**src/rtl/irtx_pkg.sv**
```systemverilog
package irtx_pkg;
  typedef enum logic [1:0] {
    KEY_CONT     = 2'b00,
    KEY_SIX      = 2'b01,
    KEY_EIGHT    = 2'b10,
    KEY_CONT_ALT = 2'b11
  } key_mode_e;

  localparam int unsigned BURST_W = 4;

  function automatic logic [BURST_W-1:0] burst_len(input logic [1:0] m);
    case (m)
      KEY_SIX:   burst_len = BURST_W'(6);
      KEY_EIGHT: burst_len = BURST_W'(8);
      default:   burst_len = '0;
    endcase
  endfunction

  function automatic logic is_burst(input logic [1:0] m);
    is_burst = (m == KEY_SIX) || (m == KEY_EIGHT);
  endfunction
endpackage

```
**src/rtl/irtx_carrier_gen.sv**
```systemverilog
module irtx_carrier_gen #(
  parameter int unsigned CNT_W   = 8,
  parameter int unsigned PRE_DIV = 4
) (
  input  logic             clk,
  input  logic             rst_n,
  input  logic             restart,
  input  logic             hs_sel,
  input  logic [CNT_W-1:0] period,
  input  logic [CNT_W-1:0] width,
  output logic             pulse,
  output logic             wrap
);
  localparam int unsigned PRE_W = (PRE_DIV > 1) ? $clog2(PRE_DIV) : 1;
  localparam logic [PRE_W-1:0] PRE_LAST = PRE_W'(PRE_DIV - 1);

  logic [PRE_W-1:0] pre_q, pre_d;
  logic [CNT_W-1:0] cnt_q, cnt_d;
  logic             step;

  always_comb begin
    step  = hs_sel || (pre_q == PRE_LAST);
    pre_d = pre_q;
    if (restart || step) pre_d = '0;
    else                 pre_d = pre_q + PRE_W'(1);
  end

  always_comb begin
    wrap  = step && !restart && (cnt_q >= period - CNT_W'(1));
    cnt_d = cnt_q;
    if (restart)   cnt_d = '0;
    else if (wrap) cnt_d = '0;
    else if (step) cnt_d = cnt_q + CNT_W'(1);
  end

  assign pulse = (cnt_q < width);

  always_ff @(posedge clk or negedge rst_n) begin
    if (!rst_n) begin
      pre_q <= '0;
      cnt_q <= '0;
    end else begin
      pre_q <= pre_d;
      cnt_q <= cnt_d;
    end
  end

  a_r8_phase_restart: assert property (@(posedge clk) disable iff (!rst_n)
    restart |=> (cnt_q == '0));

  a_r9_slow_step: assert property (@(posedge clk) disable iff (!rst_n)
    (PRE_DIV > 1 && !hs_sel && step) |=> (hs_sel || !step));
endmodule

```
**src/rtl/irtx_burst_ctl.sv**
```systemverilog
module irtx_burst_ctl
  import irtx_pkg::*;
(
  input  logic       clk,
  input  logic       rst_n,
  input  logic       arm,
  input  logic [1:0] mode,
  input  logic       wrap,
  output logic       burst_open
);
  logic [BURST_W-1:0] left_q, left_d;

  always_comb begin
    left_d = left_q;
    if (arm)                          left_d = burst_len(mode);
    else if (wrap && left_q != '0)    left_d = left_q - BURST_W'(1);
  end

  assign burst_open = (left_q != '0);

  always_ff @(posedge clk or negedge rst_n) begin
    if (!rst_n) left_q <= '0;
    else        left_q <= left_d;
  end

  a_r5_burst_bounded: assert property (@(posedge clk) disable iff (!rst_n)
    left_q <= BURST_W'(8));

  a_r6_no_rearm: assert property (@(posedge clk) disable iff (!rst_n)
    (!arm && left_q == '0) |=> (left_q == '0));
endmodule

```
**src/rtl/irtx_carrier_mod.sv**
```systemverilog
module irtx_carrier_mod
  import irtx_pkg::*;
#(
  parameter int unsigned CNT_W   = 8,
  parameter int unsigned PRE_DIV = 4
) (
  input  logic             clk,
  input  logic             rst_n,
  input  logic             baud_tick,
  input  logic             tx_bit,
  input  logic [CNT_W-1:0] carrier_period,
  input  logic [CNT_W-1:0] carrier_width,
  input  logic             hs_sel,
  input  logic [1:0]       mode,
  output logic             led_on
);
  logic bit_q, bit_d;
  logic led_d;
  logic arm;
  logic pulse, wrap, burst_open;

  assign arm = baud_tick && !tx_bit && bit_q;

  always_comb begin
    bit_d = bit_q;
    if (baud_tick) bit_d = tx_bit;
  end

  irtx_carrier_gen #(.CNT_W(CNT_W), .PRE_DIV(PRE_DIV)) u_carrier (
    .clk     (clk),
    .rst_n   (rst_n),
    .restart (arm),
    .hs_sel  (hs_sel),
    .period  (carrier_period),
    .width   (carrier_width),
    .pulse   (pulse),
    .wrap    (wrap)
  );

  irtx_burst_ctl u_burst (
    .clk        (clk),
    .rst_n      (rst_n),
    .arm        (arm),
    .mode       (mode),
    .wrap       (wrap),
    .burst_open (burst_open)
  );

  always_comb begin
    led_d = !bit_q && pulse && (!is_burst(mode) || burst_open);
  end

  always_ff @(posedge clk or negedge rst_n) begin
    if (!rst_n) begin
      bit_q  <= 1'b1;
      led_on <= 1'b0;
    end else begin
      bit_q  <= bit_d;
      led_on <= led_d;
    end
  end

  a_r2_one_dark: assert property (@(posedge clk) disable iff (!rst_n)
    bit_q |=> !led_on);

  a_r7_cut_on_one: assert property (@(posedge clk) disable iff (!rst_n)
    (baud_tick && tx_bit) ##1 1'b1 |=> !led_on);
endmodule

```
**config.mk**
```make
export PLATFORM = sky130hd
export DESIGN_NAME = irtx_carrier_mod
export DESIGN_NICKNAME = d
export VERILOG_FILES = /design/src/rtl/irtx_pkg.sv /design/src/rtl/irtx_carrier_gen.sv /design/src/rtl/irtx_burst_ctl.sv /design/src/rtl/irtx_carrier_mod.sv
export SDC_FILE = /design/constraint.sdc
export NUM_CORES = 1
export LEC_CHECK = 0
export BUFFER_PORTS_ARGS = -buffer_cell sky130_fd_sc_hd__buf_2
export CORE_MARGIN = 2
export CORE_UTILIZATION = 28
export DETAILED_ROUTE_END_ITERATION = 12
export GPL_TIMING_DRIVEN = 1
export SLEW_MARGIN = 10
export SYNTH_ARGS = -nofsm -noshare
export SYNTH_HDL_FRONTEND = slang
export SYNTH_SLANG_ARGS = --single-unit
```
**constraint.sdc**
```tcl
create_clock -name clk -period 1.9 [get_ports clk]
set_input_delay 0.095 -clock clk [delete_from_list [all_inputs] [get_ports clk]]
set_output_delay 0.095 -clock clk [all_outputs]
set_load 0.005 [all_outputs]
```
==> metrics.cfg <==
[run_status]
outcome = finished with violations
failed_checks = negative setup slack

[final_layout]
syn_to_final_growth_pct = 34.9
antenna_cells = 0
final_cells = 245
drive_gt1_frac = 0.382
fin_area_sq_um = 1820
fill_cells = 470
nets = 236

[clocking]
htreeDepth = 1
cts_buffer_depth = 2
cts_tree = yes
cts_made_buffers = 3
cts_sinks = 16
clkTransAtPathRegs_ns = 0.07
clock_latency_ns = 0.25
cts_root_buffer = clkbuf_8

[sta]
hold-worst-slack_ns = 0.0967
max-slew-margin-rel = 0.699
fin_crit_ns = 1.93
rsz0062_at_grt = true
fin_ws_ns = -0.0262
hold_viol = 0
finClkSkew_ns = 0.00514
setup_violations = 4
max_freq_mhz = 519
final-max-slew-violation-count = 0
fin_crit_sh = 1.01
tightest_slew_ns = 0.451

[route]
vias_per_cell = 4.78
routed_wirelength_mm = 2.68
first_iter_violations = 28
drt.antenna.violating_nets = 0
wl_per_cell_um = 10.9
drc = 0
vias = 1171
dr.pass1.iters = 4

[yosys]
synth_cells = 143
synthFlopType = dfrtp_1
yosysTopAreaCell = dfrtp_1
seq_area_frac_synth = 0.297
synth.net_count = 187
synth.avg_cell_area_sq_um = 9.45
ys_seq_elements = 16
synthArstFlopShare = 1.00
synth_common_cells = ha_1 (21), inv_1 (17), dfrtp_1 (15)
yosys-top-cells-area = dfrtp_1 (28%), ha_1 (19%), inv_1 (4.7%)
synth_warnings = 0
synth-edff-count = 0
synth.most_common_cell = ha_1
synth_top_cell_area_share = 0.278
synth_area_sq_um = 1350
ys_types = 38

[hold_path]
hp-class = in -> reg

[grt]
grt_pass1_vias = 1016
grtUsageMet3 = 0.0288
grt_pass1_wl_mm = 4.53
grt_overflow_total = 0
grt_start_max_net_pins = 17
busiest_layer = met2
grt_util_all_layers = 0.107
antenna_found_initial = 0
use_met1 = 0.150
grt.met2_usage = 0.169

[placement]
placed_cells_incl_taps = 239
postPlaceCellArea_sq_um = 1690
place_hpwl_mm = 2.16
portBuffers = 23
gp_congestion = 0.777

[setup_path]
critPathCaptureType = flop
required_ns = 2.03
arrival_ns = 2.06
worstPathMaxFanout = 6
path_cells = buf_6, nor4_4, nand2_1, xor2_1, ha_1, nand4_1, a221oi_4, nor4_4, buf_6, mux2_4
cp_slowest_cell = ha_1
slowest_delay_ns = 0.34
start_kind = input port
crit_type = in -> reg

[floorplanning]
num_rows = 25
boundaryPins = 24
die_area_sq_um = 5400
dieHeight_um = 73.5
initial_core_util = 0.288
core-area_sq_um = 4690
die_w_um = 73.5

[power]
power.internal_mw = 0.822
pwr-share-seq = 0.353
combinationalPowerShare = 0.401
pwr-share-clk = 0.247
p_sw_frac = 0.321
p_switching_mw = 0.388
power.density_nw_per_um2 = 664
ir_drop_v = 0.000459
leakagePower_nw = 0.908

[run]
max-cap-violations = 0

==> final timing paths <==
kind,depth (start not counted),slack [ns],to,startpoint
max reg2reg,6,0.06,u_carrier.cnt_q[0],u_carrier.cnt_q[7]
max in group asynchronous,2,1.31,bit_q,rst_n
max,10,-0.03,u_carrier.cnt_q[0],carrier_period[5]
min in group asynchronous,2,0.29,led_on,rst_n
min reg2reg,1,0.44,u_carrier.pre_q[0],u_carrier.pre_q[0]
min,2,0.1,bit_q,tx_bit
==> state kept, by name, summed over array words and instances, names as in the netlist <==
signal           count
bit_q                1
u_carrier.cnt_q      8
u_burst.left_q       4
u_carrier.pre_q      2
led_on               1
==> cell type report <==
type	count	area, sq um	share of cell area
Sequential cell	16	402	0.220
Timing Repair Buffer	46	307	0.168
Clock buffer	4	55.1	0.0302
Inverter	17	63.8	0.0350
Multi-Input combinational cell	108	928	0.509
Tap cell	54	67.6	0.0371
==> stage by stage <==
stage / power, mW / setup slack (ns) / setup TNS, ns / util
floorplan: 0.711 / -0.0335 / -0.0335 / -
global placement: 0.867 / -0.332 / -2.96 / 0.360
finish: 1.21 / -0.0262 / -0.0781 / 0.389
global route: 1.32 / -0.205 / -1.87 / 0.389
CTS: 1.20 / -0.0244 / -0.0502 / 0.381
detailed placement: 0.873 / -0.353 / -3.14 / 0.360
==> layout by cell type (no fill, tap or decap), types with 2 or more instances in the layout <==
| master | instances |
|---|---|
| xnor2_1 | 5 |
| nand4_1 | 2 |
| nand2_1 | 7 |
| xor2_1 | 5 |
| nor2_1 | 6 |
| buf_4 | 21 |
| a211oi_1 | 2 |
| a21oi_2 | 5 |
| o21ai_0 | 2 |
| mux2i_1 | 4 |
| o211ai_1 | 3 |
| o21a_1 | 2 |
| and3_1 | 2 |
| dfrtp_1 | 15 |
| nand2_2 | 5 |
| buf_6 | 3 |
| buf_2 | 21 |
| nor3_1 | 3 |
| clkbuf_8 | 4 |
| ha_1 | 21 |
| o21ai_1 | 4 |
| inv_1 | 17 |
| nand3_1 | 8 |
| and3_2 | 2 |
| nor4_4 | 2 |
| a21oi_1 | 2 |
==> critical path: cells and delay by family <==
| kind | cells | cell delay [ns] |
|---|---|---|
| AO/OA/AOI/OAI | 1 | 0.33 |
| XOR/XNOR | 1 | 0.15 |
| multiplexers | 1 | 0.26 |
| adder cells (fa/ha/maj) | 1 | 0.34 |
| buffers and inverters | 2 | 0.26 |
| AND/OR/NAND/NOR | 4 | 0.64 |
==> cell families after synthesis <==
logic type	synth area share
and+or+nand+nor	0.193
AOI/OAI and AO/OA	0.141
adders and majority gates	0.194
buffers and inverters	0.0639
DFF	0.297
xor gates and xnor gates	0.0648
muxes	0.0463
==> power by group through the flow <==
stage / Sequential (mW) / Combinational (mW) / Clock (mW)
final: 0.427 / 0.485 / 0.298
after global routing: 0.435 / 0.557 / 0.326
after CTS: 0.428 / 0.464 / 0.304
after detailed placement: 0.434 / 0.439 / 0
after global placement: 0.434 / 0.433 / 0
after floorplan: 0.447 / 0.265 / 0
==> per-layer routing <==
metal | up-vias | wire length, um | share of wire
met5 | - | 0 | 0
met4 | 0 | 13 | 0.0049
met3 | 2 | 90 | 0.034
met2 | 15 | 1350 | 0.50
met1 | 549 | 1230 | 0.46
li1 | 605 | - | -
==> timing repair <==
action,CTS,global route
pin swaps,4,6
setup buffers,0,0
endpoints found under the setup margin,11,11
resized for setup,9,10
hold endpoints to repair,15,0
cloned,1,0
hold buffers,1,0
Note: power is estimated with default switching activity, not from simulation.
